<file path="src/rtl/l2_lookup_pkg.sv">
package l2_lookup_pkg;

    localparam int ENTRY_W = 96;
    localparam int WORD_W  = 32;
    localparam int MAC_W   = 48;
    localparam int VID_W   = 12;
    localparam int PORT_W  = 5;

    // Bit positions inside the stored row that the decoder relies on
    localparam int W0_IP4_GRP    = 22;
    localparam int W0_IP6_GRP    = 21;
    localparam int W0_FLAG_HI    = 22;
    localparam int W0_FLAG_LO    = 18;
    localparam int W0_PORT_LO    = 12;
    localparam int W1_MAC_BITS   = 28;
    localparam int W1_BLK_SRC    = 31;
    localparam int W1_BLK_DST    = 30;
    localparam int W1_NEXT_HOP   = 28;
    localparam int W2_MAC_LO     = 12;
    localparam int MAC_GROUP_BIT = 40;

    typedef enum logic {
        ST_IDLE = 1'b0,
        ST_SCAN = 1'b1
    } scan_state_e;

    typedef struct packed {
        logic [MAC_W-1:0]  mac;
        logic [VID_W-1:0]  vid;
        logic [PORT_W-1:0] port;
        logic              ip_group;
        logic              eth_group;
        logic              occupied;
    } row_fields_t;

endpackage

</file>
<file path="src/rtl/l2_entry_decode.sv">
module l2_entry_decode
    import l2_lookup_pkg::*;
(
    input  logic [ENTRY_W-1:0] row_i,
    input  logic [MAC_W-1:0]   req_mac_i,
    input  logic [VID_W-1:0]   req_vid_i,
    output logic               match_o,
    output logic [PORT_W-1:0]  port_o
);

    logic [WORD_W-1:0] w0;
    logic [WORD_W-1:0] w1;
    logic [WORD_W-1:0] w2;
    row_fields_t       f;

    always_comb begin
        w0 = row_i[WORD_W-1:0];
        w1 = row_i[2*WORD_W-1:WORD_W];
        w2 = row_i[3*WORD_W-1:2*WORD_W];

        f.mac       = {w1[W1_MAC_BITS-1:0], w2[WORD_W-1:W2_MAC_LO]};
        f.vid       = w0[VID_W-1:0];
        f.port      = w0[W0_PORT_LO +: PORT_W];
        f.ip_group  = w0[W0_IP4_GRP] | w0[W0_IP6_GRP];
        f.eth_group = f.mac[MAC_GROUP_BIT];
        // No valid bit: a row counts as occupied if any flag of the group is set
        f.occupied  = (|w0[W0_FLAG_HI:W0_FLAG_LO])
                    | w1[W1_BLK_SRC] | w1[W1_BLK_DST] | w1[W1_NEXT_HOP];

        match_o = f.occupied && !f.ip_group && !f.eth_group
               && (f.mac == req_mac_i) && (f.vid == req_vid_i);
        port_o  = f.port;
    end

endmodule

</file>
<file path="src/rtl/l2_scan_ctrl.sv">
module l2_scan_ctrl
    import l2_lookup_pkg::*;
#(
    parameter int BUCKET_W  = 11,
    parameter int SLOTS     = 4,
    parameter int CAM_DEPTH = 64,
    parameter int SLOT_W    = $clog2(SLOTS),
    parameter int CAM_W     = $clog2(CAM_DEPTH),
    parameter int IDX_W     = (CAM_W > SLOT_W) ? CAM_W : SLOT_W
) (
    input  logic                       clk_i,
    input  logic                       rst_ni,
    input  logic                       start_i,
    input  logic [MAC_W-1:0]           mac_i,
    input  logic [VID_W-1:0]           vid_i,
    input  logic [BUCKET_W-1:0]        bucket_i,
    output logic [MAC_W-1:0]           req_mac_o,
    output logic [VID_W-1:0]           req_vid_o,
    input  logic [1:0]                 match_i,
    input  logic [1:0][PORT_W-1:0]     port_i,
    output logic                       sram_rd_en_o,
    output logic [BUCKET_W+SLOT_W-1:0] sram_rd_addr_o,
    output logic                       cam_rd_en_o,
    output logic [CAM_W-1:0]           cam_rd_addr_o,
    output logic                       done_o,
    output logic                       hit_o,
    output logic                       in_cam_o,
    output logic [IDX_W-1:0]           idx_o,
    output logic [PORT_W-1:0]          port_o
);

    localparam int TOTAL = SLOTS + CAM_DEPTH;
    localparam int POS_W = $clog2(TOTAL + 1);

    typedef struct packed {
        scan_state_e         st;
        logic [POS_W-1:0]    pos;
        logic                chk_vld;
        logic [POS_W-1:0]    chk_pos;
        logic [BUCKET_W-1:0] bucket;
        logic [MAC_W-1:0]    mac;
        logic [VID_W-1:0]    vid;
        logic                done;
        logic                hit;
        logic                in_cam;
        logic [IDX_W-1:0]    idx;
        logic [PORT_W-1:0]   port;
    } ctl_t;

    ctl_t ctl_d, ctl_q;

    logic              chk_cam;
    logic              sel_match;
    logic [PORT_W-1:0] sel_port;
    logic              finish;

    always_comb begin
        ctl_d          = ctl_q;
        ctl_d.done     = 1'b0;
        sram_rd_en_o   = 1'b0;
        cam_rd_en_o    = 1'b0;
        sram_rd_addr_o = {ctl_q.bucket, ctl_q.pos[SLOT_W-1:0]};
        cam_rd_addr_o  = CAM_W'(ctl_q.pos - POS_W'(SLOTS));
        chk_cam        = (ctl_q.chk_pos >= POS_W'(SLOTS));
        sel_match      = chk_cam ? match_i[1] : match_i[0];
        sel_port       = chk_cam ? port_i[1]  : port_i[0];
        finish         = 1'b0;

        unique case (ctl_q.st)
            ST_IDLE: begin
                if (start_i) begin
                    ctl_d.st      = ST_SCAN;
                    ctl_d.pos     = '0;
                    ctl_d.chk_vld = 1'b0;
                    ctl_d.bucket  = bucket_i;
                    ctl_d.mac     = mac_i;
                    ctl_d.vid     = vid_i;
                end
            end
            ST_SCAN: begin
                // Check the row returned for the read issued last cycle
                if (ctl_q.chk_vld) begin
                    if (sel_match) begin
                        finish       = 1'b1;
                        ctl_d.hit    = 1'b1;
                        ctl_d.in_cam = chk_cam;
                        ctl_d.idx    = chk_cam ? IDX_W'(ctl_q.chk_pos - POS_W'(SLOTS))
                                               : IDX_W'(ctl_q.chk_pos);
                        ctl_d.port   = sel_port;
                    end else if (ctl_q.chk_pos == POS_W'(TOTAL - 1)) begin
                        finish       = 1'b1;
                        ctl_d.hit    = 1'b0;
                        ctl_d.in_cam = 1'b0;
                        ctl_d.idx    = '0;
                        ctl_d.port   = '0;
                    end
                end

                if (finish) begin
                    ctl_d.st      = ST_IDLE;
                    ctl_d.done    = 1'b1;
                    ctl_d.chk_vld = 1'b0;
                end else if (ctl_q.pos < POS_W'(TOTAL)) begin
                    // Issue the next read, slots first, then the CAM
                    if (ctl_q.pos < POS_W'(SLOTS)) begin
                        sram_rd_en_o = 1'b1;
                    end else begin
                        cam_rd_en_o  = 1'b1;
                    end
                    ctl_d.chk_vld = 1'b1;
                    ctl_d.chk_pos = ctl_q.pos;
                    ctl_d.pos     = ctl_q.pos + 1'b1;
                end else begin
                    ctl_d.chk_vld = 1'b0;
                end
            end
            default: ctl_d.st = ST_IDLE;
        endcase
    end

    always_ff @(posedge clk_i or negedge rst_ni) begin
        if (!rst_ni) begin
            ctl_q <= '0;
        end else begin
            ctl_q <= ctl_d;
        end
    end

    assign req_mac_o = ctl_q.mac;
    assign req_vid_o = ctl_q.vid;
    assign done_o    = ctl_q.done;
    assign hit_o     = ctl_q.hit;
    assign in_cam_o  = ctl_q.in_cam;
    assign idx_o     = ctl_q.idx;
    assign port_o    = ctl_q.port;

    AST_DONE_SINGLE: assert property (@(posedge clk_i) disable iff (!rst_ni)
        done_o |=> !done_o);

    AST_RESULT_HELD: assert property (@(posedge clk_i) disable iff (!rst_ni)
        !done_o |-> ($stable(hit_o) && $stable(idx_o) && $stable(port_o) && $stable(in_cam_o)));

    AST_MISS_ZEROED: assert property (@(posedge clk_i) disable iff (!rst_ni)
        (done_o && !hit_o) |-> (idx_o == '0 && port_o == '0 && !in_cam_o));

    AST_ONE_READ: assert property (@(posedge clk_i) disable iff (!rst_ni)
        !(sram_rd_en_o && cam_rd_en_o));

    AST_CAM_AFTER_SLOTS: assert property (@(posedge clk_i) disable iff (!rst_ni)
        $rose(cam_rd_en_o) |-> $past(sram_rd_en_o));

    AST_SLOT_IDX_RANGE: assert property (@(posedge clk_i) disable iff (!rst_ni)
        (done_o && hit_o && !in_cam_o) |-> (idx_o < IDX_W'(SLOTS)));

endmodule

</file>
<file path="src/rtl/l2_fwd_lookup.sv">
module l2_fwd_lookup
    import l2_lookup_pkg::*;
#(
    parameter int BUCKET_W  = 11,
    parameter int SLOTS     = 4,
    parameter int CAM_DEPTH = 64,
    parameter int SLOT_W    = $clog2(SLOTS),
    parameter int CAM_W     = $clog2(CAM_DEPTH),
    parameter int IDX_W     = (CAM_W > SLOT_W) ? CAM_W : SLOT_W
) (
    input  logic                       clk_i,
    input  logic                       rst_ni,
    input  logic                       start_i,
    input  logic [MAC_W-1:0]           mac_i,
    input  logic [VID_W-1:0]           vid_i,
    input  logic [BUCKET_W-1:0]        bucket_i,
    output logic                       done_o,
    output logic                       hit_o,
    output logic                       hit_in_cam_o,
    output logic [IDX_W-1:0]           hit_idx_o,
    output logic [PORT_W-1:0]          hit_port_o,
    output logic                       sram_rd_en_o,
    output logic [BUCKET_W+SLOT_W-1:0] sram_rd_addr_o,
    input  logic [ENTRY_W-1:0]         sram_rd_data_i,
    output logic                       cam_rd_en_o,
    output logic [CAM_W-1:0]           cam_rd_addr_o,
    input  logic [ENTRY_W-1:0]         cam_rd_data_i
);

    logic [MAC_W-1:0]          req_mac;
    logic [VID_W-1:0]          req_vid;
    logic [1:0]                row_match;
    logic [1:0][PORT_W-1:0]    row_port;

    // One decoder per memory: index 0 is the bucket SRAM, index 1 the CAM
    for (genvar gi = 0; gi < 2; gi++) begin : g_dec
        logic [ENTRY_W-1:0] row;
        if (gi == 0) begin : g_sram
            assign row = sram_rd_data_i;
        end else begin : g_cam
            assign row = cam_rd_data_i;
        end
        l2_entry_decode i_dec (
            .row_i     (row),
            .req_mac_i (req_mac),
            .req_vid_i (req_vid),
            .match_o   (row_match[gi]),
            .port_o    (row_port[gi])
        );
    end

    l2_scan_ctrl #(
        .BUCKET_W  (BUCKET_W),
        .SLOTS     (SLOTS),
        .CAM_DEPTH (CAM_DEPTH),
        .SLOT_W    (SLOT_W),
        .CAM_W     (CAM_W),
        .IDX_W     (IDX_W)
    ) i_ctrl (
        .clk_i          (clk_i),
        .rst_ni         (rst_ni),
        .start_i        (start_i),
        .mac_i          (mac_i),
        .vid_i          (vid_i),
        .bucket_i       (bucket_i),
        .req_mac_o      (req_mac),
        .req_vid_o      (req_vid),
        .match_i        (row_match),
        .port_i         (row_port),
        .sram_rd_en_o   (sram_rd_en_o),
        .sram_rd_addr_o (sram_rd_addr_o),
        .cam_rd_en_o    (cam_rd_en_o),
        .cam_rd_addr_o  (cam_rd_addr_o),
        .done_o         (done_o),
        .hit_o          (hit_o),
        .in_cam_o       (hit_in_cam_o),
        .idx_o          (hit_idx_o),
        .port_o         (hit_port_o)
    );

endmodule

</file>
<file path="config.mk">
export PLATFORM = sky130hd
export DESIGN_NAME = l2_fwd_lookup
export DESIGN_NICKNAME = d
export VERILOG_FILES = /design/src/rtl/l2_lookup_pkg.sv /design/src/rtl/l2_entry_decode.sv /design/src/rtl/l2_scan_ctrl.sv /design/src/rtl/l2_fwd_lookup.sv
export SDC_FILE = /design/constraint.sdc
export NUM_CORES = 1
export LEC_CHECK = 0
export ABC_AREA = 1
export ABC_CLOCK_PERIOD_IN_PS = 2050
export BUFFER_PORTS_ARGS = -buffer_cell sky130_fd_sc_hd__buf_2
export CAP_MARGIN = 25
export CORE_ASPECT_RATIO = 1.1
export CORE_MARGIN = 8
export CORE_UTILIZATION = 49
export DETAILED_ROUTE_END_ITERATION = 8
export PLACE_DENSITY = 0.82
export SYNTH_ARGS = -nofsm -noshare
export SYNTH_HDL_FRONTEND = slang
export SYNTH_SLANG_ARGS = --single-unit
</file>
<file path="constraint.sdc">
create_clock -name clk_i -period 2.05 [get_ports clk_i]
set_input_delay 0.205 -clock clk_i [delete_from_list [all_inputs] [get_ports clk_i]]
set_output_delay 0.205 -clock clk_i [all_outputs]
set_load 0.03 [all_outputs]
</file>
# --- Yosys cells after proc, flatten, opt, wreduce, memory -nomap -nowiden ---
# Index checks and enable logic that the tools add are counted.
totals:
  regBits: 101
  in_bits: 266
  out_inout_bits: 35
  wordCells: 82
classes:
  addsub: 3
  n_lt_le_gt_ge: 3
  n_eq_ne: 8
  mux: 27
  bitwise_logic: 10
  n_reduce_logical: 19
ops:
  columns: ["operator", "count"]
  rows:
  - ["48-bit equality test", 2]
  - ["13-bit two-way mux", 3]
  - ["12-bit equality test", 2]
  - ["9-bit case mux with 2 select lines", 1]
  - ["1-bit two-way mux", 17]
  - ["14-bit two-way mux", 1]
  - ["7-bit two-way mux", 2]
  - ["6-bit by 3-bit subtractor with 6-bit output, second input constant", 2]
  - ["5-bit OR reduction", 2]
  - ["9-bit two-way mux", 1]
  - ["3-bit AND reduction", 3]
  - ["1-bit logical AND", 8]
  - ["1-bit OR", 8]
  - ["7-bit by 1-bit adder with 7-bit output, second input constant", 1]
  - ["7-bit equality test, second input constant", 1]
  - ["7-bit by 3-bit greater-or-equal comparator with 1-bit output, second input constant", 1]
  - ["7-bit by 3-bit < comparator with 1-bit output, second input constant", 1]
  - ["7-bit < comparator, second input constant", 1]
  - ["6-bit two-way mux", 1]
  - ["2-bit inequality test, second input constant", 3]
  - ["5-bit two-way mux", 1]
  - ["1-bit logical NOT", 4]
  - ["1-bit NOT", 2]
  - ["2-bit AND reduction", 1]
  - ["2-bit nonzero test", 1]

# --- Depth between registers and ports, before layout ---
# Gate-level depths: netlist of the first run.
logic_depth:
  word_depth: 14
  mapped_depth: 16
  ltp_nobuf: 15

# --- Cells and area by module ---
# Synthesis of the first run repeated with hierarchy kept, for this count alone.
unflattened:
  cells_unflattened: 908
  area_unflattened_um2: 6734.0
modules_own_cells:
  columns: ["mod", "n_inst", "cells_each", "area_each_um2", "seq_area_each_um2"]
  rows:
  - ["l2_scan_ctrl", 1, 588, 4937.2, 2527.4]
  - ["l2_entry_decode", 2, 160, 898.4, 0.0]

# --- Worst setup path after synthesis of the first run ---
# No wires, ideal clock.
synth_timing:
  path_kind: "register to output"
  start: "register i_ctrl.ctl_q[95] (netlist name)"
  end: "output port cam_rd_en_o"
  t_arrival_ns: 2.034
  t_required_ns: 1.845
  setup_slack_ns: -0.189
  path_stages_with_launch: 7
  path_buffers: 1
  cell_sequence: "dfrtp_1 -> inv_1 -> nand3_1 -> a21oi_2 -> nand2_8 -> buf_12 -> nor2_1"
synth_via:
  elab_chain_cells: 5
  word_cells_on_any_way: 6
  cone_classes: "2 x order compare; 4 x mux"
synth_rtl:
  columns: ["item", "line", "source"]
  rows:
  - ["start: declaration", "l2_scan_ctrl.sv:50", "ctl_t ctl_d, ctl_q;"]
  - ["start signal: assignment", "l2_scan_ctrl.sv:125", "ctl_q <= ctl_d;"]
  - ["7-bit by 3-bit < comparator with 1-bit output", "l2_scan_ctrl.sv:105", "if (ctl_q.pos < POS_W'(SLOTS)) begin"]
  - ["1-bit two-way mux", "l2_scan_ctrl.sv:105", null]
  - ["1-bit two-way mux (*)", "l2_scan_ctrl.sv:103", "end else if (ctl_q.pos < POS_W'(TOTAL)) begin"]
  - ["1-bit two-way mux (*)", "l2_scan_ctrl.sv:99", "if (finish) begin"]
  - ["1-bit two-way mux (*)", "l2_scan_ctrl.sv:69", "unique case (ctl_q.st)"]
  - ["end: declaration", "l2_fwd_lookup.sv:25", "output logic cam_rd_en_o,"]
# Every way passes the cells marked *; elsewhere a longest branch is shown, timed or not.

# --- Final worst setup path of the first run ---
layout_timing:
  start: "register i_ctrl.ctl_q, in the netlist i_ctrl.req_mac_o[14]"
  end: "output port sram_rd_en_o"
layout_via:
  elab_chain_cells: 9
  word_cells_on_any_way: 12
  cone_classes: "2 x eq/ne; 6 x mux; 4 x reduce/logical"
layout_rtl:
  columns: ["item", "line", "source"]
  rows:
  - ["48-bit equality test", "l2_entry_decode.sv:31", "&& (f.mac == req_mac_i) && (f.vid == req_vid_i);"]
  - ["1-bit logical AND (2 in series)", "l2_entry_decode.sv:31", null]
  - ["1-bit two-way mux (*)", "l2_scan_ctrl.sv:65", "sel_match = chk_cam ? match_i[1] : match_i[0];"]
  - ["1-bit two-way mux (*)", "l2_scan_ctrl.sv:83", "if (sel_match) begin"]
  - ["1-bit two-way mux (*)", "l2_scan_ctrl.sv:82", "if (ctl_q.chk_vld) begin"]
  - ["1-bit two-way mux (*)", "l2_scan_ctrl.sv:69", null]
  - ["1-bit two-way mux (*)", "l2_scan_ctrl.sv:99", null]
  - ["1-bit two-way mux (*)", "l2_scan_ctrl.sv:69", null]
  - ["end: declaration", "l2_fwd_lookup.sv:22", "output logic sram_rd_en_o,"]
# Every way passes the cells marked *; elsewhere a longest branch is shown, timed or not. The select of a mux whose other input is x is not followed.

==> results.py, run 1 <==
metrics = {
    "status": {
        "status": "finished, violations left",
        "violations": "negative setup slack",
    },
    "die": {
        "start_util_pct": 50.47,
        "die_y_um": 141.3,
        "core_mm2": 0.01385,
        "rows": 45,
        "die-area_mm2": 0.01835,
        "ios": 301,
        "die-width_um": 129.9,
    },
    "worst_setup_path": {
        "start_kind": "flip-flop",
        "path_class": "reg -> out",
        "crit_arrival_ns": 2.09,
        "critPathBufInv": 2,
        "cp_top_family": "simple AND/OR/NAND/NOR gates",
        "cp_max_fo": 4,
        "cp-end-kind": "primary output",
        "worstPathRequired_ns": 1.85,
        "cpMaxStageDelayCell": "dfrtp_1",
        "critPathMaxStageDelay_ns": 0.41,
        "path_cells": "inv_1 > nand2_1 > nand2_1 > nor2_1 > nand2_1 > nor2_1 > nand2_1 > nor2_2 > nand3_2 > nand3_4 > nand2_8 > nand2_8 > nor3_4 > buf_6",
        "cp_common_cell": "nand2_1",
    },
    "sta": {
        "rsz0062_at_grt": "true",
        "min_period_ns": 2.296,
        "setup_tns_ns": -0.5499,
        "setup_ws_ns": -0.2463,
        "final-hold-violation-count": 0,
        "slew_headroom_pct": 76.55,
        "fin_crit_sh_pct": 112.0,
        "skew_ns": 0.006000,
        "setup_viol": 12,
        "tightest_slew_ns": 0.3518,
        "fmax_mhz": 435.5,
        "slew_violations": 0,
        "whs_ns": 0.07886,
    },
    "cts": {
        "cts_root_buf": "clkbuf_16",
        "cts_buffers": 9,
        "path_clk_slew_ns": 0.07,
        "h-tree-depth": 3,
        "clk_path_buf_depth": 2,
        "clock_sinks": 101,
        "cts_tree": "yes",
        "clk_latency_ns": 0.35,
    },
    "synthesis": {
        "synth.most_common_cell": "nand2_1",
        "synth_area_leaders": "dfrtp_1 36%, nand2_1 17%, xnor2_1 8.5%",
        "avgSynthCellArea_um2": 7.214,
        "netlist.area_leader.share_pct": 36.16,
        "ys_types": 34,
        "ys_seq_area_share_pct": 36.16,
        "syn-num-nets": 1241,
        "synth_edf_count": 0,
        "ys.flop_type": "dfrtp_1",
        "synth_cells": 969,
        "synthArstFlopShare_pct": 100.0,
        "ys_ff_latch": 101,
        "synthTopCellsByCount": "322 x nand2_1, 131 x nor2_1, 125 x inv_1",
        "syn_area_mm2": 0.006990,
        "yosys_warnings": 0,
        "synth_area_leader_cell": "dfrtp_1",
    },
    "layout": {
        "final_nets": 1493,
        "areaGrowthSynthToFinish_pct": 27.87,
        "final_cells": 1418,
        "fin_area_mm2": 0.008939,
        "fin_util_pct": 64.53,
        "drive_gt1_share_pct": 32.14,
    },
    "detailed_routing": {
        "drtIter0Drc": 290,
        "vias_per_cell": 4.789,
        "drt_wl_total_mm": 21.21,
        "drc": 0,
        "wl_met1_mm": 8.141,
        "vias": 6791,
        "ant_nets": 0,
        "drt_first_pass_iters": 5,
        "wl_per_cell_um": 14.96,
        "dr_wl_met2_mm": 10.61,
        "wl_met3_mm": 1.829,
        "highest_layer": "met5",
    },
    "power": {
        "max-vdd-ir-drop_mv": 0.4099,
        "p_leak_nw": 4.985,
        "p_per_area_mw_per_mm2": 483.5,
        "p_total_mw": 4.322,
    },
    "run": {
        "drv_cap": 0,
    },
    "global_route": {
        "grt_max_degree": 59,
        "grt_pass1_vias": 7067,
        "overflow": 0,
        "grt_first_pass_wirelength_mm": 32.89,
        "antenna_found_initial": 5,
        "track_usage_pct": 22.96,
    },
    "place": {
        "place_area_mm2": 0.008417,
        "dp_cells": 1382,
        "gp_congestion": 0.8424,
        "dp_slack_ns": 0.02984,
        "dp_hpwl_mm": 17.17,
        "io_buffers": 254,
    },
    "worst_hold_path": {
        "worstHoldPathType": "in -> reg",
    },
}
==> final timing paths <==
| kind | start | end | slack, ns | cells past startpoint |
|---|---|---|---|---|
| min reg2reg | i_ctrl.port_o[0] | i_ctrl.port_o[0] | 0.49 | 2 |
| min in group asynchronous | rst_ni | i_ctrl.sram_rd_addr_o[2] | 0.36 | 3 |
| max in group asynchronous | rst_ni | i_ctrl.req_mac_o[23] | 1.36 | 3 |
| max | i_ctrl.req_mac_o[14] | sram_rd_en_o | -0.25 | 14 |
| min | vid_i[4] | i_ctrl.req_vid_o[4] | 0.08 | 2 |
| max reg2reg | i_ctrl.req_mac_o[14] | i_ctrl.ctl_q[89] | -0.02 | 16 |
==> logic make-up after synthesis <==
logic type	count (synthesis)	synth area share [%]
and+or+nand+nor	516	30.73
buffers and inverters	176	11.76
DFF	101	36.16
xor gates and xnor gates	76	9.522
AOI/OAI and AO/OA	56	4.636
muxes	38	6.121
adders and majority gates	6	1.074
==> final cells by class <==
type | instances | area (um^2)
fill | 1233 | 4912
multi-input combinational | 692 | 3697
sequential | 101 | 2531
clock inverter | 5 | 58.81
inverter | 130 | 488.0
tap | 188 | 235.2
clock buffer | 11 | 242.7
antenna | 4 | 10.01
timing repair buffer | 287 | 1675
==> routing by layer <==
metal | vias up | track usage [%]
met5 | - | 0
met4 | 2 | 9.670
met3 | 39 | 7.121
met2 | 248 | 40.30
met1 | 3077 | 24.94
li1 | 3425 | -
==> cells in the final DEF (no fill, tap or decap), types with 2 or more instances in the layout <==
master	netlist	routed
nor3_1	7	7
buf_2	7	251
mux2_2	38	38
clkinvlp_4	0	2
or2_2	2	2
xnor2_1	68	68
dfrtp_2	0	3
inv_2	5	8
a21oi_1	36	36
nand2_1	322	317
dfrtp_1	101	98
buf_12	2	8
nand3_4	2	2
nand2_2	1	5
nor2_2	3	9
clkbuf_16	0	11
xor2_1	8	8
o21ai_2	9	9
nand4_1	10	10
and2_1	3	3
diode_2	0	4
ha_1	6	5
inv_1	125	122
nor2_1	131	124
buf_6	2	3
o21ai_0	2	2
buf_4	28	22
nand3_2	9	9
nand2_8	2	2
o21ai_1	6	6
nand3_1	21	21
==> power breakdown <==
part           internal (mW)  leakage (nW)  total [mW]      switching, mW
combinational          0.268          3.64       0.545              0.278
clock                  0.984         0.142        1.79              0.802
sequential              1.99          1.20        1.99  0.000000000000681
==> flip-flops by register name, indices dropped and copies added (netlist names) <==
register	flops
i_ctrl.req_vid_o	12
i_ctrl.req_mac_o	48
i_ctrl.ctl_q	14
i_ctrl.idx_o	6
i_ctrl.in_cam_o	1
i_ctrl.port_o	5
i_ctrl.sram_rd_addr_o	13
i_ctrl.done_o	1
i_ctrl.hit_o	1
==> what timing repair did <==
item,4_1_cts,5_1_grt
endpoints found under the setup margin,2,30
hold buffers,1,0
cloned,0,3
endpoints found under the hold margin,101,0
resized for setup,11,11
pin swaps,5,4
buffers inserted,7,6
Power figures use the tool's default switching activity.
==> run 2: changes to the inputs <==
--- a/config.mk
+++ b/config.mk
@@ -10,7 +10,7 @@
 export BUFFER_PORTS_ARGS = -buffer_cell sky130_fd_sc_hd__buf_2
 export CAP_MARGIN = 25
 export CORE_ASPECT_RATIO = 1.1
-export CORE_MARGIN = 8
+export CORE_MARGIN = 2
 export CORE_UTILIZATION = 49
 export DETAILED_ROUTE_END_ITERATION = 8
 export PLACE_DENSITY = 0.82
==> results.py, run 2 (same netlist as run 1, synthesis figures left out) <==
metrics = {
    "status": {
        "status": "finished, violations left",
        "violations": "negative setup slack",
    },
    "layout": {
        "final_nets": 1489,
        "fin_util_pct": 64.13,
        "drive_gt1_share_pct": 32.00,
        "final_cells": 1415,
        "fin_area_mm2": 0.008882,
        "areaGrowthSynthToFinish_pct": 27.06,
        "final_cell_mix": "319 x nand2_1, 251 x buf_2, 123 x nor2_1",
        "final_common_cell": "nand2_1",
        "largest_register_ffs": 48,
    },
    "detailed_routing": {
        "vias": 6714,
        "drtIter0Drc": 226,
        "drt_first_pass_iters": 4,
        "ant_nets": 0,
        "wl_per_cell_um": 13.70,
        "vias_per_cell": 4.745,
        "drc": 0,
        "drt_wl_total_mm": 19.39,
    },
    "sta": {
        "slew_violations": 0,
        "setup_viol": 4,
        "min_period_ns": 2.313,
        "final-hold-violation-count": 0,
        "setup_tns_ns": -0.5369,
        "slew_headroom_pct": 76.88,
        "rsz0062_at_grt": "true",
        "setup_ws_ns": -0.2626,
        "tightest_slew_ns": 0.3441,
        "skew_ns": 0.006686,
        "whs_ns": 0.07285,
        "fin_crit_sh_pct": 112.8,
        "fmax_mhz": 432.4,
    },
    "power": {
        "power_frac_comb_pct": 13.0,
        "p_per_area_mw_per_mm2": 479.3,
        "internal-power_mw": 3.140,
        "p_leak_nw": 4.963,
        "power_frac_clock_pct": 40.2,
        "power_frac_seq_pct": 46.8,
        "p_sw_mw": 1.117,
        "p_sw_share_pct": 26.24,
        "max-vdd-ir-drop_mv": 0.3644,
    },
    "worst_setup_path": {
        "r2r-start": "i_ctrl.req_mac_o[14]",
        "reg2reg_depth": 13,
        "path_class": "reg -> out",
        "start_kind": "flip-flop",
        "cp_max_fo": 4,
        "worstPathRequired_ns": 1.85,
        "crit_arrival_ns": 2.11,
        "crit_path_start": "i_ctrl.req_mac_o[14]",
        "cp-end-kind": "primary output",
    },
    "cts": {
        "clk_latency_ns": 0.36,
        "cts_tree": "yes",
        "clk_path_buf_depth": 2,
        "path_clk_slew_ns": 0.08,
        "h-tree-depth": 3,
        "clock_sinks": 101,
        "cts_root_buf": "clkbuf_16",
        "cts_buffers": 9,
    },
    "global_route": {
        "grt_pass1_vias": 6732,
        "grt_max_degree": 58,
        "track_usage_pct": 25.44,
        "overflow": 0,
        "use_met3_pct": 4.754,
        "use_met1_pct": 28.70,
        "use_met2_pct": 46.75,
        "antenna_found_initial": 4,
        "top_usage_layer": "met2",
        "grt_first_pass_wirelength_mm": 30.50,
    },
    "die": {
        "core_mm2": 0.01385,
        "ios": 301,
        "die_y_um": 129.3,
        "die-width_um": 117.9,
        "start_util_pct": 50.47,
        "rows": 45,
        "die-area_mm2": 0.01524,
    },
    "worst_hold_path": {
        "hp-start": "bucket_i[2]",
        "min_path_cells": 2,
        "worstHoldPathType": "in -> reg",
    },
    "place": {
        "place_area_mm2": 0.008384,
        "io_buffers": 254,
        "gp_congestion": 0.8518,
        "dp_cells": 1381,
        "dp_hpwl_mm": 15.46,
    },
    "run": {
        "drv_cap": 0,
    },
}
[run 2: area by class of cell]
| type | instances | area, um^2 |
|---|---|---|
| tap | 188 | 235.2 |
| clock inverter | 6 | 55.05 |
| multi-input combinational | 692 | 3707 |
| fill | 1251 | 4969 |
| inverter | 130 | 488.0 |
| timing repair buffer | 283 | 1614 |
| sequential | 101 | 2531 |
| clock buffer | 10 | 239.0 |
| antenna | 5 | 12.51 |
[run 2: through the flow]
step	total power [mW]	setup WS, ns
finish	4.257	-0.2626
global route	4.434	-0.4040
CTS	4.297	-0.2603
detailed placement	2.575	0.02063
global placement	2.563	0.04032
floorplan	2.234	0.002104
[run 2: worst paths after layout]
check                                           endpoint  slack, ns
worst max-delay path                        sram_rd_en_o      -0.26
worst min-delay path            i_ctrl.sram_rd_addr_o[4]       0.07
worst max register to register          i_ctrl.ctl_q[85]      -0.01
worst min register to register          i_ctrl.port_o[1]       0.48
max in group asynchronous           i_ctrl.req_mac_o[23]       1.27
min in group asynchronous       i_ctrl.sram_rd_addr_o[3]       0.22
[run 2: power groups by stage]
stage / Combinational (mW) / Sequential [mW] / Clock (mW)
6_report: 0.555 / 1.99 / 1.71
2_1_floorplan: 0.204 / 2.03 / 0
4_1_cts: 0.554 / 1.99 / 1.75
3_5_place_dp: 0.546 / 2.03 / 0
5_1_grt: 0.625 / 1.99 / 1.82
3_3_place_gp: 0.533 / 2.03 / 0
[run 2: layer usage]
metal / routed length (um) / up-vias
li1: - / 3428
met1: 7837 / 3009
met2: 9844 / 235
met3: 1131 / 40
met4: 563 / 2
met5: 13 / -
[run 2: critical path, cell delays in order, from the launching register on]
cell	delay, ns
dfrtp_1	0.42
xnor2_1	0.20
nand4_1	0.14
nor2_2	0.18
nand2_1	0.09
nor2_2	0.13
nand3_2	0.11
nand3_4	0.13
nand2_8	0.07
nand2_8	0.09
nor3_4	0.04
buf_6	0.15
[run 2: what timing repair did]
action | in CTS | in global routing
setup endpoints to repair | 2 | 30
endpoints found under the hold margin | 101 | 0
gates cloned | 0 | 1
buffers inserted | 8 | 4
pin swaps | 11 | 9
hold buffers | 1 | 0
resized for setup | 10 | 17
==> run 3: changes to the inputs <==
--- a/config.mk
+++ b/config.mk
@@ -9,11 +9,14 @@
 export ABC_CLOCK_PERIOD_IN_PS = 2050
 export BUFFER_PORTS_ARGS = -buffer_cell sky130_fd_sc_hd__buf_2
 export CAP_MARGIN = 25
+export CELL_PAD_IN_SITES_DETAIL_PLACEMENT = 1
+export CELL_PAD_IN_SITES_GLOBAL_PLACEMENT = 2
 export CORE_ASPECT_RATIO = 1.1
 export CORE_MARGIN = 2
-export CORE_UTILIZATION = 49
+export CORE_UTILIZATION = 25
 export DETAILED_ROUTE_END_ITERATION = 8
-export PLACE_DENSITY = 0.82
+export MAX_ROUTING_LAYER = met4
+export PLACE_DENSITY_LB_ADDON = 0.1
 export SYNTH_ARGS = -nofsm -noshare
 export SYNTH_HDL_FRONTEND = slang
 export SYNTH_SLANG_ARGS = --single-unit
==> results.py, run 3 (same netlist as run 1, synthesis figures left out) <==
metrics = {
    "power": {
        "p_sw_share_pct": 28.02,
        "p_sw_mw": 1.212,
        "power_frac_comb_pct": 13.2,
        "power_frac_clock_pct": 40.8,
        "p_leak_nw": 5.090,
        "internal-power_mw": 3.114,
        "max-vdd-ir-drop_mv": 0.3302,
        "p_per_area_mw_per_mm2": 460.3,
        "p_total_mw": 4.327,
        "power_frac_seq_pct": 46.0,
    },
    "cts": {
        "clk_path_buf_depth": 2,
        "path_clk_slew_ns": 0.08,
        "clk_latency_ns": 0.37,
        "clock_sinks": 101,
        "h-tree-depth": 3,
        "cts_buffers": 9,
        "cts_tree": "yes",
        "cts_root_buf": "clkbuf_16",
    },
    "sta": {
        "setup_ws_ns": -0.2497,
        "setup_viol": 11,
        "final-hold-violation-count": 0,
        "rsz0062_at_grt": "true",
        "slew_violations": 0,
        "fin_crit_sh_pct": 112.2,
        "skew_ns": 0.007880,
        "fmax_mhz": 434.8,
        "min_period_ns": 2.300,
        "slew_headroom_pct": 74.91,
        "whs_ns": 0.06076,
        "tightest_slew_ns": 0.3763,
    },
    "detailed_routing": {
        "vias_per_cell": 4.137,
        "drt_wl_total_mm": 23.72,
        "drt_first_pass_iters": 4,
        "wl_met1_mm": 10.29,
        "dr_wl_met2_mm": 11.94,
        "vias": 6686,
        "drc": 0,
        "drtIter0Drc": 189,
        "wl_per_cell_um": 14.68,
        "wl_met3_mm": 1.194,
        "highest_layer": "met4",
        "ant_nets": 0,
    },
    "layout": {
        "final_common_cell": "nand2_1",
        "largest_register_ffs": 48,
        "fin_area_mm2": 0.009399,
        "seq_area_mm2": 0.002530,
        "areaGrowthSynthToFinish_pct": 34.45,
        "nFillCells": 3529,
        "final_cell_mix": "300 x nand2_1, 251 x buf_2, 117 x inv_1",
        "final_nets": 1513,
        "multi_input_area_mm2": 0.003815,
        "drive_gt1_share_pct": 36.36,
    },
    "global_route": {
        "overflow": 0,
        "grt_first_pass_wirelength_mm": 36.93,
        "grt_pass1_vias": 7044,
        "antenna_found_initial": 3,
        "track_usage_pct": 17.00,
        "grt_max_degree": 45,
    },
    "run": {
        "drv_cap": 0,
    },
    "place": {
        "gp_congestion": 0.7461,
        "dp_hpwl_mm": 19.39,
        "place_area_mm2": 0.008708,
        "io_buffers": 254,
    },
    "worst_setup_path": {
        "ff2ff_setup_slack_ns": -0.20,
        "cp_max_fo": 4,
        "start_kind": "flip-flop",
        "worstPathRequired_ns": 1.85,
        "reg2reg_depth": 19,
        "r2r-end": "i_ctrl.ctl_q[87]",
        "cp-end-kind": "primary output",
        "r2r-start": "i_ctrl.ctl_q[88]",
        "path_class": "reg -> out",
        "crit_arrival_ns": 2.09,
    },
    "die": {
        "ios": 301,
        "core_mm2": 0.02763,
        "die_y_um": 179.4,
        "start_util_pct": 25.30,
        "die-width_um": 163.4,
        "die-area_mm2": 0.02932,
        "rows": 64,
    },
    "worst_hold_path": {
        "hp-start": "bucket_i[4]",
        "worstHoldEndpoint": "i_ctrl.sram_rd_addr_o[6]",
        "min_path_cells": 2,
        "worstHoldPathType": "in -> reg",
    },
    "status": {
        "violations": "negative setup slack",
        "status": "finished, violations left",
    },
}
-- run 3: cell types whose count changed in the layout (fill, tap and decap cells not counted), sizes merged --
cell and change:
diode +2, inv +1, clkbuf -2, buf +25
-- run 3: worst max path at each step --
stage / startpoint / endpoint / slack, ns
after floorplan: i_ctrl.ctl_q[95] / sram_rd_en_o / 0.002
after global placement: i_ctrl.req_mac_o[33] / sram_rd_en_o / -0.15
after detailed placement: i_ctrl.req_mac_o[32] / sram_rd_en_o / -0.14
after CTS: i_ctrl.req_mac_o[28] / sram_rd_en_o / -0.39
after global routing: i_ctrl.req_mac_o[9] / sram_rd_en_o / -0.43
final: i_ctrl.req_mac_o[35] / sram_rd_en_o / -0.25
-- run 3: critical path, stage by stage, from the launching register on --
cell     delay, ns
dfrtp_1       0.38
or2_1         0.22
a21oi_2       0.17
nand2_1       0.08
nor2_1        0.10
nand2_1       0.07
nor2_2        0.13
nand3_2       0.12
nand3_4       0.11
nand2_8       0.07
nand2_8       0.08
nor3_4        0.04
buf_6         0.15
-- run 3: timing repair --
action                                  4_1_cts  5_1_grt
resized for setup                            27       48
hold buffers                                  1        0
pin swaps                                    12       26
setup buffers                                11       14
gates cloned                                  1        0
endpoints found under the setup margin       31       31
endpoints found under the hold margin        20        0
-- run 3: routing by layer --
layer,vias up,global-route usage [%]
met5,-,-
met4,0,5.642
met2,146,29.68
met3,12,3.107
met1,3059,19.72
li1,3469,-
-- run 3: area by class of cell --
cell class	instances	area share [%]
inverter	130	5.192
clock inverter	7	0.6124
multi-input combinational	692	40.59
timing repair buffer	307	19.28
tap	363	4.832
antenna	7	0.1864
sequential	101	26.92
clock buffer	9	2.396
-- run 3: power groups by stage --
stage / Clock [mW] / Sequential (mW) / Combinational (mW)
2_1_floorplan: 0 / 2.03 / 0.204
3_3_place_gp: 0 / 2.03 / 0.560
3_5_place_dp: 0 / 2.03 / 0.566
4_1_cts: 1.84 / 1.99 / 0.577
5_1_grt: 1.91 / 1.99 / 0.656
6_report: 1.76 / 1.99 / 0.573
-- run 3: metrics by stage --
stage,utilization (%),std cells,worst slack (ns),TNS (ns)
2_1_floorplan,-,969,0.002104,0
3_3_place_gp,31.52,1570,-0.1470,-2.195
3_5_place_dp,31.52,1570,-0.1416,-2.120
4_1_cts,33.25,1598,-0.3925,-2.076
5_1_grt,33.99,1612,-0.4303,-5.849
6_report,34.02,1616,-0.2497,-2.022
